$ cat src/rtl/seg_addr_pkg.sv
package seg_addr_pkg;

  localparam int NUM_SEGS = 4;

  typedef enum logic [1:0] {
    SEG_EXTRA = 2'b00,
    SEG_CODE  = 2'b01,
    SEG_STACK = 2'b10,
    SEG_DATA  = 2'b11
  } seg_id_e;

  typedef enum logic [1:0] {
    BASE_IP  = 2'b00,
    BASE_STK = 2'b01,
    BASE_GEN = 2'b10,
    BASE_IDX = 2'b11
  } base_kind_e;

  // Default segment chosen from the kind of offset register.
  function automatic seg_id_e default_seg(input base_kind_e kind);
    case (kind)
      BASE_IP:  return SEG_CODE;
      BASE_STK: return SEG_STACK;
      default:  return SEG_DATA;
    endcase
  endfunction

endpackage

$ cat src/rtl/seg_regfile.sv
module seg_regfile
  import seg_addr_pkg::*;
#(
  parameter int SEG_W = 16,
  parameter logic [SEG_W-1:0] CS_RST = {SEG_W{1'b1}}
) (
  input  logic             clk,
  input  logic             rst_n,
  input  logic             far_we,
  input  logic [SEG_W-1:0] far_cs,
  input  logic             pop_we,
  input  logic [1:0]       pop_seg,
  input  logic [SEG_W-1:0] pop_data,
  input  logic             lfp_we,
  input  logic [SEG_W-1:0] lfp_ds,
  output logic [SEG_W-1:0] seg_q [NUM_SEGS]
);

  // Named arbitration events
  logic                pop_ok;
  logic                grant_far, grant_pop, grant_lfp;
  logic [NUM_SEGS-1:0] wr_en;
  logic [SEG_W-1:0]    wr_data;

  assign pop_ok    = pop_we && (seg_id_e'(pop_seg) != SEG_CODE);
  assign grant_far = far_we;
  assign grant_pop = pop_ok && !far_we;
  assign grant_lfp = lfp_we && !far_we && !pop_ok;

  always_comb begin
    wr_en   = '0;
    wr_data = far_cs;
    if (grant_far) begin
      wr_en[int'(SEG_CODE)] = 1'b1;
    end else if (grant_pop) begin
      wr_en[pop_seg] = 1'b1;
      wr_data        = pop_data;
    end else if (grant_lfp) begin
      wr_en[int'(SEG_DATA)] = 1'b1;
      wr_data               = lfp_ds;
    end
  end

  always_ff @(posedge clk or negedge rst_n) begin
    if (!rst_n) begin
      for (int i = 0; i < NUM_SEGS; i++)
        seg_q[i] <= (i == int'(SEG_CODE)) ? CS_RST : '0;
    end else begin
      for (int i = 0; i < NUM_SEGS; i++)
        if (wr_en[i]) seg_q[i] <= wr_data;
    end
  end

  // one register written per edge
  p_one_write_r10: assert property (@(posedge clk) disable iff (!rst_n)
    $onehot0(wr_en));

  // far transfer wins over every other request
  p_far_wins_r10: assert property (@(posedge clk) disable iff (!rst_n)
    far_we |=> (seg_q[int'(SEG_CODE)] == $past(far_cs)));

  // code base moves only on a far transfer
  p_cs_far_only_r7: assert property (@(posedge clk) disable iff (!rst_n)
    !far_we |=> $stable(seg_q[int'(SEG_CODE)]));

  // stack base moves only on a winning pop aimed at it
  p_ss_pop_only_r8: assert property (@(posedge clk) disable iff (!rst_n)
    !(pop_we && pop_seg == 2'b10 && !far_we) |=> $stable(seg_q[int'(SEG_STACK)]));

  // data base keeps its value without a pop or far-pointer load
  p_ds_sources_r9: assert property (@(posedge clk) disable iff (!rst_n)
    (far_we || (!(pop_we && pop_seg == 2'b11) && !lfp_we))
      |=> $stable(seg_q[int'(SEG_DATA)]));

endmodule

$ cat src/rtl/seg_select.sv
module seg_select
  import seg_addr_pkg::*;
#(
  parameter int SEG_W = 16
) (
  input  logic             clk,
  input  logic             rst_n,
  input  logic [1:0]       base_kind,
  input  logic             ovr_valid,
  input  logic [1:0]       ovr_seg,
  input  logic [SEG_W-1:0] seg_q [NUM_SEGS],
  output logic [1:0]       sel_id,
  output logic [SEG_W-1:0] sel_base
);

  logic    is_fetch;
  seg_id_e dflt_id;

  assign is_fetch = (base_kind_e'(base_kind) == BASE_IP);
  assign dflt_id  = default_seg(base_kind_e'(base_kind));

  always_comb begin
    if (ovr_valid && !is_fetch) sel_id = ovr_seg;
    else                        sel_id = dflt_id;
  end

  assign sel_base = seg_q[sel_id];

  // fetches never leave the code segment
  p_fetch_code_r2: assert property (@(posedge clk) disable iff (!rst_n)
    (base_kind == 2'b00) |-> (sel_id == 2'b01));

  // stack-pointer offsets use the stack segment by default
  p_stack_dflt_r3: assert property (@(posedge clk) disable iff (!rst_n)
    (base_kind == 2'b01 && !ovr_valid) |-> (sel_id == 2'b10));

  // general and index offsets use the data segment by default
  p_data_dflt_r4: assert property (@(posedge clk) disable iff (!rst_n)
    (base_kind[1] && !ovr_valid) |-> (sel_id == 2'b11));

endmodule

$ cat src/rtl/phys_adder.sv
module phys_adder #(
  parameter int SEG_W  = 16,
  parameter int OFF_W  = 16,
  parameter int ADDR_W = 20
) (
  input  logic              clk,
  input  logic              rst_n,
  input  logic [SEG_W-1:0]  seg_base,
  input  logic [OFF_W-1:0]  offset,
  output logic [ADDR_W-1:0] phys_addr
);

  localparam int SHIFT = ADDR_W - SEG_W;

  // Shift base, zero-extend offset, keep ADDR_W bits (wraps at the top).
  function automatic logic [ADDR_W-1:0] form_addr(
    input logic [SEG_W-1:0] base, input logic [OFF_W-1:0] off);
    logic [ADDR_W-1:0] shifted;
    shifted = {base, {SHIFT{1'b0}}};
    return shifted + ADDR_W'(off);
  endfunction

  assign phys_addr = form_addr(seg_base, offset);

  // low nibble passes straight from the offset
  p_low_nibble_r1: assert property (@(posedge clk) disable iff (!rst_n)
    phys_addr[SHIFT-1:0] == offset[SHIFT-1:0]);

endmodule

$ cat src/rtl/seg_addr_unit.sv
module seg_addr_unit
  import seg_addr_pkg::*;
#(
  parameter int SEG_W  = 16,
  parameter int OFF_W  = 16,
  parameter int ADDR_W = 20,
  parameter logic [SEG_W-1:0] CS_RST = {SEG_W{1'b1}}
) (
  input  logic              clk,
  input  logic              rst_n,
  input  logic [1:0]        base_kind,
  input  logic [OFF_W-1:0]  offset,
  input  logic              ovr_valid,
  input  logic [1:0]        ovr_seg,
  input  logic              far_we,
  input  logic [SEG_W-1:0]  far_cs,
  input  logic              pop_we,
  input  logic [1:0]        pop_seg,
  input  logic [SEG_W-1:0]  pop_data,
  input  logic              lfp_we,
  input  logic [SEG_W-1:0]  lfp_ds,
  output logic [ADDR_W-1:0] phys_addr
);

  logic [SEG_W-1:0] seg_q [NUM_SEGS];
  logic [1:0]       sel_id;
  logic [SEG_W-1:0] sel_base;

  seg_regfile #(.SEG_W(SEG_W), .CS_RST(CS_RST)) u_regs (
    .clk(clk), .rst_n(rst_n),
    .far_we(far_we), .far_cs(far_cs),
    .pop_we(pop_we), .pop_seg(pop_seg), .pop_data(pop_data),
    .lfp_we(lfp_we), .lfp_ds(lfp_ds),
    .seg_q(seg_q)
  );

  seg_select #(.SEG_W(SEG_W)) u_sel (
    .clk(clk), .rst_n(rst_n),
    .base_kind(base_kind), .ovr_valid(ovr_valid), .ovr_seg(ovr_seg),
    .seg_q(seg_q), .sel_id(sel_id), .sel_base(sel_base)
  );

  phys_adder #(.SEG_W(SEG_W), .OFF_W(OFF_W), .ADDR_W(ADDR_W)) u_add (
    .clk(clk), .rst_n(rst_n),
    .seg_base(sel_base), .offset(offset), .phys_addr(phys_addr)
  );

  // a valid override on a non-fetch picks the named segment
  p_override_r5: assert property (@(posedge clk) disable iff (!rst_n)
    (ovr_valid && base_kind != 2'b00) |-> (sel_id == ovr_seg));

endmodule

$ cat config.mk
export PLATFORM = sky130hd
export DESIGN_NAME = seg_addr_unit
export DESIGN_NICKNAME = d
export VERILOG_FILES = /design/src/rtl/seg_addr_pkg.sv /design/src/rtl/seg_regfile.sv /design/src/rtl/seg_select.sv /design/src/rtl/phys_adder.sv /design/src/rtl/seg_addr_unit.sv
export SDC_FILE = /design/constraint.sdc
export NUM_CORES = 1
export LEC_CHECK = 0
export ABC_AREA = 1
export BUFFER_PORTS_ARGS = -buffer_cell sky130_fd_sc_hd__buf_4
export CORE_ASPECT_RATIO = 0.6
export CORE_UTILIZATION = 61
export DETAILED_ROUTE_END_ITERATION = 12
export HOLD_SLACK_MARGIN = 0.15
export PLACE_DENSITY = 0.95
export SLEW_MARGIN = 20
export SYNTH_ARGS = -nofsm -noshare
export SYNTH_HDL_FRONTEND = slang
export SYNTH_HIERARCHICAL = 1
export SYNTH_SLANG_ARGS = --single-unit
export TNS_END_PERCENT = 20
$ cat constraint.sdc
create_clock -name clk -period 7.1 [get_ports clk]
set_input_delay 1.065 -clock clk [delete_from_list [all_inputs] [get_ports clk]]
set_output_delay 1.065 -clock clk [all_outputs]
set_load 0.1 [all_outputs]
==> results.md, run 1 <==
- Starting Density: 64.36%
- Max-Slew Margin vs Limit: 28.30%
- CP Max Fanout: 32
- RSZ-0062 raised after global routing: no
- Top post-synthesis cells by area: nand2_1 (27%), dfrtp_1 (25%), inv_1 (11%)
- Area leader, netlist: nand2_1
- Busiest grt layer: met2
- # Max-Cap Violations: 0
- Final Hold Viols: 0
- Placed Area: 0.005373 mm^2
- Area Growth Syn to Fin: 18.43%
- Final core occ: 76.21%
- # DRC: 0
- Fill cells: 540
- Lkg Pwr: 3.389 nW
- Initial antenna violation count: 0
- Grt ovf: 0
- Largest reg by FF count: u_regs/seg_q
- Top cell type's share of synthesized area: 26.66%
- Post-synth ARST share: 100.0%
- Syn_nets: 842
- Critical Path Max Stage Delay: 770 ps
- Final setup fails: 0
- CP required: 6030 ps
- Tot GR Track Use: 36.65%
- Setup TNS: 0 ps
- Via/cell ratio: 5.450
- Final Wtd Congestion: 0.9415
- Worst VDD drop: 0.1607 mV
- Regs by FF count: u_regs/seg_q (64)
- Post-synth EDFFs: 0
- Fin crit share: 72.69%
- Most frequent cells after synthesis: nand2_1 (339), inv_1 (134), nand3_1 (97), dfrtp_1 (48)
- Worst Path Buf+Inv: 3
- Mapped Cells: 753
- Pwr dens: 292.3 mW/mm^2
- Mapped Area: 0.004773 mm^2
- Element type at the critical path start: input pin
- Routing usage on met2: 53.64%
- HP Class: reg2reg
- Clock Tree Buf Depth: 2
- Yosys warnings: 6
- CP delay by family, top: simple AND/OR/NAND/NOR gates
- Vias: 5074
- Critical Path Most Common Cell: nand2_1
- Clock Skew: 0 ps
- Vias in the first global route: 4827
- Grt met1 use: 50.81%
- Die W: 116.2 um
- Root Driver: clkbuf_16
- CP arrival: 4100 ps
- Clock latency on the worst-skew pair: 340 ps
- First-pass GRT wire length: 22880 um
- TritonCTS Buffers: 9
- Most common cell in the netlist: nand2_1
- Fmax: 193.8 MHz
- Synth Register Bits: 64
- Synth Area per Inst: 6.339 um^2
- Status: complete, no violations
- Full die area: 0.008194 mm^2
- DRT Pass-1 Iters: 6
- Largest net degree at the start of global routing: 65
- Power consumption: 0.001653 W
- Layout cells sized above 1: 18.26%
- Core ar.: 0.007417 mm^2
- Rows: 24
- I/O Buffers: 87
- Fin area: 0.005653 mm^2
- Slowest-stage cell, CP: nand2_1
- Tightest Pin Transition: 1073 ps
- I/O Pins: 96
- Routed wire length: 13910 um
- Antenna Nets Post-Route: 0
- Crit. End Element: output port
- Layout Nets: 911
- TritonCTS clock tree: built
- Post_cts resized: 0
- Global routing usage on met3: 10.16%
- Slew Viols, Final: 0
- Final min period: 5161 ps
- Clk pin slew, worst setup/hold paths: 60 ps
- Setup Fix Bufs, Post-CTS: 0
- CTS sink count: 64
- Distinct cells, synth: 33
- Number of flip-flops in the largest register: 64
- Post-DP HPWL: 10240 um
- Setup CP Type: in2out
- Htree depth: 3
- DR WL/cell: 14.95 um
- Post-CTS Hold Fix Bufs: 0
- Predominant post-synthesis flop cell: dfrtp_1
- Die H: 70.52 um
- Seq/Total Area, Yosys: 33.97%
- Initial DRC Count: 563
- Crit path cell chain: buf_4 -> inv_2 -> nand2_1 -> nand2_1 -> nand3_1 -> nand3_1 -> nand2_1 -> ha_1 -> fa_1 -> nand2_1 -> nand2_1 -> nand3b_1 -> nand2_1 -> xor2_1 -> buf_4
- Diode count: 0
## area by class of cell
type / count / area (um^2) / area share (%)
Clock buffer: 9 / 225.2 / 3.984
Clock inverter: 7 / 55.05 / 0.9739
Inverter: 142 / 535.5 / 9.473
Multi-Input combinational cell: 518 / 2432 / 43.03
Sequential cell: 64 / 1622 / 28.69
Tap cell: 104 / 130.1 / 2.302
Timing Repair Buffer: 87 / 653.1 / 11.55
## metrics by stage
stage	hold slack, ps	setup slack, ps	cells
finish	481.4	1939	931
global route	497.0	1730	931
CTS	480.4	2018	931
detailed placement	465.0	2094	915
global placement	461.9	2215	915
floorplan	448.9	1996	753
## power by group
part	leakage [nW]	internal (W)	switching, W	total, W
clock	0.133	0.000239	0.000180	0.000419
combinational	2.49	0.000199	0.000560	0.000760
sequential	0.770	0.000436	0.0000373	0.000474
## worst paths after layout
path                             startpoint          endpoint  slack, ps  depth (start not counted)
setup / recovery                  ovr_valid     phys_addr[10]       1940                         15
hold / removal             u_regs/seg_q[31]  u_regs/seg_q[31]        480                          2
setup reg to reg           u_regs/seg_q[34]  u_regs/seg_q[34]       6300                          2
hold reg to reg            u_regs/seg_q[31]  u_regs/seg_q[31]        480                          2
max in group asynchronous             rst_n   u_regs/seg_q[9]       5780                          1
min in group asynchronous             rst_n  u_regs/seg_q[49]        800                          1
## worst reg2reg max path: stages (launching register included)
cell     delay (ps)
dfstp_2         530
nand2_1          50
o21ai_0         130
## cells in the final DEF (no fill, tap or decap), types with 2 or more instances in the layout
master / Yosys / final
a21oi_1: 5 / 5
buf_4: 7 / 87
clkbuf_16: 0 / 9
clkinvlp_4: 0 / 2
dfrtp_1: 48 / 48
dfstp_2: 16 / 16
ha_1: 12 / 12
inv_1: 134 / 134
inv_2: 7 / 7
inv_6: 0 / 3
nand2_1: 339 / 339
nand2_2: 4 / 4
nand3_1: 97 / 97
nand3_2: 10 / 10
nand3_4: 2 / 2
nand3b_1: 2 / 2
nor2_1: 10 / 10
nor2_4: 2 / 2
nor3_2: 2 / 2
o21ai_0: 16 / 16
or2_1: 2 / 2
xor2_1: 6 / 6
## logic make-up after synthesis
| family | share of synthesized area [%] |
|---|---|
| AOI/OAI and AO/OA | 2.884 |
| xor gates and xnor gates | 1.284 |
| adders and majority gates | 3.565 |
| buffers and inverters | 15.07 |
| DFF | 33.97 |
| and+or+nand+nor | 43.22 |
## routing by layer
metal,up-vias,part of all wire (%)
li1,2400,-
met1,2290,44
met2,319,42
met3,65,11
met4,0,3.4
met5,-,0
(Power assumes the default switching activity.)
==> inputs of run 2 (changes only) <==
--- a/config.mk
+++ b/config.mk
@@ -8,10 +8,10 @@
 export ABC_AREA = 1
 export BUFFER_PORTS_ARGS = -buffer_cell sky130_fd_sc_hd__buf_4
 export CORE_ASPECT_RATIO = 0.6
-export CORE_UTILIZATION = 61
+export CORE_UTILIZATION = 51
 export DETAILED_ROUTE_END_ITERATION = 12
 export HOLD_SLACK_MARGIN = 0.15
-export PLACE_DENSITY = 0.95
+export PLACE_DENSITY = 0.86
 export SLEW_MARGIN = 20
 export SYNTH_ARGS = -nofsm -noshare
 export SYNTH_HDL_FRONTEND = slang
==> constraint.sdc (replaced) <==
create_clock -name clk -period 4.2 [get_ports clk]
set_input_delay 0.63 -clock clk [delete_from_list [all_inputs] [get_ports clk]]
set_output_delay 0.63 -clock clk [all_outputs]
set_load 0.1 [all_outputs]
==> run 2 against run 1 <==
Core utilization fell by 11 points; clock skew did not move; sequential share of layout area fell by 0.30 points; non-clock buffer count rose by 4; hold slack got worse by 100 ps; final area rose by 1.0%; first-iteration DRC count fell by 7.1%; die area rose by 19%; largest power group unchanged; highest routed layer unchanged.
==> results.md, run 2 (synthesized netlist as in run 1, its figures left out) <==
- Antenna Nets Post-Route: 0
- Crit. End Element: output port
- Htree depth: 3
- CTS sink count: 64
- Layout cells sized above 1: 18.53%
- Layout Cells excl Fill: 943
- TritonCTS clock tree: built
- Core ar.: 0.008783 mm^2
- Worst VDD drop: 0.3980 mV
- DRT Pass-1 Iters: 6
- TritonCTS Buffers: 9
- Grt ovf: 0
- Tot GR Track Use: 28.02%
- Final Wtd Congestion: 0.8705
- Grt met1 use: 40.47%
- Die H: 76.94 um
- Tightest Pin Transition: 791.7 ps
- Fill cells: 794
- Root Driver: clkbuf_16
- Rows: 26
- Global routing usage on met3: 7.118%
- Worst R2R Path Depth: 2
- Most frequent cells in the layout: nand2_1 (339), inv_1 (134), nand3_1 (97)
- RSZ-0062 raised after global routing: no
- CP arrival: 2980 ps
- Post-DP HPWL: 9363 um
- HP Class: in2async
- Final setup fails: 0
- Setup Fix Bufs, Post-CTS: 0
- Reg-to-reg endpoint: u_regs/seg_q[35]
- Via/cell ratio: 5.141
- DR WL/cell: 13.67 um
- Reg2Reg Setup Slack: 3420 ps
- CP Launch Point: ovr_valid
- Routed wire length: 12890 um
- Fin crit share: 86.07%
- CP endpoint: phys_addr[14]
- CP required: 3570 ps
- Status: complete, no violations
- # DRC: 0
- # Max-Cap Violations: 0
- Area Growth Syn to Fin: 19.66%
- Clock Tree Buf Depth: 2
- Regs by FF count: u_regs/seg_q (64)
- Number of flip-flops in the largest register: 64
- I/O Pins: 96
- Post-CTS Hold Fix Bufs: 0
- Vias in the first global route: 4551
- Crit Reg-Reg Startpoint: u_regs/seg_q[35]
- Power consumption: 0.002799 W
- Fin area: 0.005712 mm^2
- Placed Area: 0.005420 mm^2
- Full die area: 0.009763 mm^2
- Vias: 4848
- First-pass GRT wire length: 21380 um
- Slew Viols, Final: 0
- Fmax: 276.6 MHz
- Final min period: 3615 ps
- CP Max Fanout: 32
- Routing usage on met2: 40.99%
- Initial DRC Count: 523
- Leading cell type in the layout, fill and taps excluded: nand2_1
- Clock Skew: 0 ps
- Largest net degree at the start of global routing: 65
- Area occupied by registers: 0.001622 mm^2
- Max-Slew Margin vs Limit: 47.22%
- I/O Buffers: 87
- Clk pin slew, worst setup/hold paths: 50 ps
- Final Hold Viols: 0
- Lkg Pwr: 3.422 nW
- Busiest grt layer: met2
- Pwr dens: 490.1 mW/mm^2
- Element type at the critical path start: input pin
- Clock latency on the worst-skew pair: 330 ps
- Initial antenna violation count: 0
- Die W: 126.9 um
- Multi-input gate area: 0.002440 mm^2
- Setup TNS: 0 ps
- Final core occ: 65.03%
- Post_cts resized: 0
- Starting Density: 54.34%
- Largest reg by FF count: u_regs/seg_q
- Diode count: 0
- Layout Nets: 915
- Dpl cells: 927
- Setup CP Type: in2out
[run 2: per-layer routing]
metal | share of wire, % | vias to the layer above | routed length (um)
met5 | 0 | - | 0
met4 | 1.6 | 0 | 212
met3 | 9.8 | 20 | 1267
met2 | 41 | 229 | 5324
met1 | 47 | 2184 | 6085
li1 | - | 2415 | -
[run 2: worst min path at each step]
stage / end / cells past startpoint
after CTS: u_regs/seg_q[17] / 1
after global placement: u_regs/seg_q[20] / 2
final: u_regs/seg_q[17] / 1
after floorplan: u_regs/seg_q[0] / 0
after global routing: u_regs/seg_q[17] / 1
after detailed placement: u_regs/seg_q[53] / 2
[run 2: critical path, stage by stage]
cell and delay (ps):
buf_4 120, inv_2 80, nand2_1 60, nand2_1 50, buf_4 300, nand3_1 130
nand3_1 100, nand2_1 50, ha_1 200, fa_1 400, nand2_1 90, nand2_1 70
nand3b_1 80, nand2_1 100, nand2_1 90, nand3_1 70, nand2_1 80, buf_4 280
[run 2: stage by stage]
stage	setup WS, ps	hold slack (ps)
6_report	585.2	378.0
2_1_floorplan	37.67	334.4
3_5_place_dp	602.7	465.2
3_3_place_gp	663.7	462.7
5_1_grt	370.3	435.6
4_1_cts	595.5	407.0
[run 2: power breakdown]
| group | leakage [nW] | total (W) | internal (W) | switching, W |
|---|---|---|---|---|
| Clock | 0.146 | 0.000727 | 0.000472 | 0.000255 |
| Sequential | 0.770 | 0.000799 | 0.000738 | 0.0000605 |
| Combinational | 2.51 | 0.00127 | 0.000341 | 0.000933 |
[run 2: cell type report]
cell class              instances  area share (%)
multi-input cells             518           42.72
clock inverters                 4          0.7886
well taps                     112           2.453
repair buffers                 91           11.96
inverters                     142           9.376
clock buffers                  12           4.315
flip-flops and latches         64           28.39
==> inputs of run 3 (changes only) <==
--- a/config.mk
+++ b/config.mk
@@ -8,10 +8,10 @@
 export ABC_AREA = 1
 export BUFFER_PORTS_ARGS = -buffer_cell sky130_fd_sc_hd__buf_4
 export CORE_ASPECT_RATIO = 0.6
-export CORE_UTILIZATION = 51
+export CORE_UTILIZATION = 39
 export DETAILED_ROUTE_END_ITERATION = 12
 export HOLD_SLACK_MARGIN = 0.15
-export PLACE_DENSITY = 0.86
+export PLACE_DENSITY = 0.7
 export SLEW_MARGIN = 20
 export SYNTH_ARGS = -nofsm -noshare
 export SYNTH_HDL_FRONTEND = slang
==> run 3 against run 2 <==
First-iteration DRC count decreased by 16%; via count shrank 1.7%; combinational power barely moved; die area rose by 30%; global-route usage shrank 4.9 points; critical path type unchanged.
==> results.md, run 3 (synthesized netlist as in run 1, its figures left out) <==
- Status: complete, no violations
- Max-Slew Margin vs Limit: 47.29%
- Element type at the critical path start: input pin
- Dpl cells: 975
- I/O Pins: 96
- Area Growth Syn to Fin: 20.79%
- Setup TNS: 0 ps
- Final min period: 3627 ps
- Setup Fix Bufs, Post-CTS: 0
- Layout cells sized above 1: 18.65%
- TritonCTS Buffers: 9
- CP Max Fanout: 32
- Fin area: 0.005766 mm^2
- Final Hold Viols: 0
- DRT Pass-1 Iters: 5
- Die H: 87.70 um
- Post-DP HPWL: 10030 um
- # Max-Cap Violations: 0
- RSZ-0062 raised after global routing: no
- Initial antenna violation count: 0
- Full die area: 0.01270 mm^2
- Post-CTS Hold Fix Bufs: 0
- TritonCTS clock tree: built
- Most frequent cells in the layout: nand2_1 (339), inv_1 (134), nand3_1 (97)
- Fin crit share: 86.36%
- Rows: 30
- DR WL/cell: 13.66 um
- Vias: 4766
- Layout Nets: 915
- Antenna Nets Post-Route: 0
- Final setup fails: 0
- Tightest Pin Transition: 790.7 ps
- HP Class: in2async
- Layout Cells excl Fill: 991
- Clock Skew: 0 ps
- Via/cell ratio: 4.809
- Final Wtd Congestion: 0.8729
- Setup CP Type: in2out
- Largest net degree at the start of global routing: 65
- First-pass GRT wire length: 22450 um
- Regs by FF count: u_regs/seg_q (64)
- Htree depth: 3
- Slew Viols, Final: 0
- Clock latency on the worst-skew pair: 330 ps
- Routed wire length: 13540 um
- Die W: 144.8 um
- Post_cts resized: 0
- Placed Area: 0.005480 mm^2
- Largest reg by FF count: u_regs/seg_q
- CP required: 3570 ps
- CP arrival: 3000 ps
- Pwr dens: 480.7 mW/mm^2
- Worst VDD drop: 0.1988 mV
- Root Driver: clkbuf_16
- Fmax: 275.7 MHz
- Core ar.: 0.01160 mm^2
- Grt ovf: 0
- # DRC: 0
- Crit. End Element: output port
- CP Launch Point: ovr_valid
- Final Worst Setup Slack: 572.9 ps
- Initial DRC Count: 437
- CTS sink count: 64
- Starting Density: 41.15%
- Placement Setup Slack: 563.5 ps
- Crit Reg-Reg Startpoint: u_regs/seg_q[45]
- Diode count: 0
- Tot GR Track Use: 23.14%
- Clock Tree Buf Depth: 2
- Clk pin slew, worst setup/hold paths: 50 ps
- Lkg Pwr: 3.411 nW
- Leading cell type in the layout, fill and taps excluded: nand2_1
- Vias in the first global route: 4527
- Number of flip-flops in the largest register: 64
- Hold slack final: 382.9 ps
- I/O Buffers: 87
==> run 3: layout make-up <==
cell class / instances / area [um^2]
Multi-Input combinational cell: 518 / 2440
Fill cell: 1215 / 5833
Sequential cell: 64 / 1622
Clock buffer: 12 / 256.5
Tap cell: 160 / 200.2
Inverter: 142 / 535.5
Clock inverter: 4 / 28.78
Timing Repair Buffer: 91 / 683.2
==> run 3: report_power, final <==
part / internal [W] / total [W] / switching (W)
Combinational: 0.000341 / 0.00127 / 0.000930
Sequential: 0.000738 / 0.000799 / 0.0000605
Clock: 0.000431 / 0.000702 / 0.000271
Total: 0.00151 / 0.00277 / 0.00126
==> run 3: final timing paths <==
kind	endpoint	cells past startpoint	slack (ps)
hold reg to reg	u_regs/seg_q[22]	2	470
max in group asynchronous	u_regs/seg_q[57]	1	3300
hold / removal	u_regs/seg_q[52]	1	380
min in group clk	u_regs/seg_q[22]	2	470
setup reg to reg	u_regs/seg_q[45]	2	3430
setup / recovery	phys_addr[18]	18	570
==> run 3: critical path: stages <==
cell      delay (ps)
buf_4            120
inv_2             80
nand2_1           50
nand2_1           50
buf_4            300
nand3_1          120
nand3_1          100
nand2_1           60
ha_1             200
fa_1             410
nand2_1           90
nand2_1           70
nand3b_1          80
nand2_1           90
nand2_1           90
nand3_1           70
nand2_1           80
buf_4            280
==> run 3: through the flow <==
stage	total power [W]	utilization, %
floorplan	0.001788	-
global placement	0.002058	47.25
detailed placement	0.002067	47.25
CTS	0.002779	49.71
global route	0.002938	49.71
finish	0.002772	49.71
==> run 3: layer usage <==
layer / track usage, % / part of all wire, % / vias up
met4: 5.072 / 0.97 / 0
li1: - / - / 2404
met3: 5.085 / 8.5 / 16
met5: 0 / 0 / -
met1: 33.95 / 50 / 2153
met2: 34.62 / 40 / 193
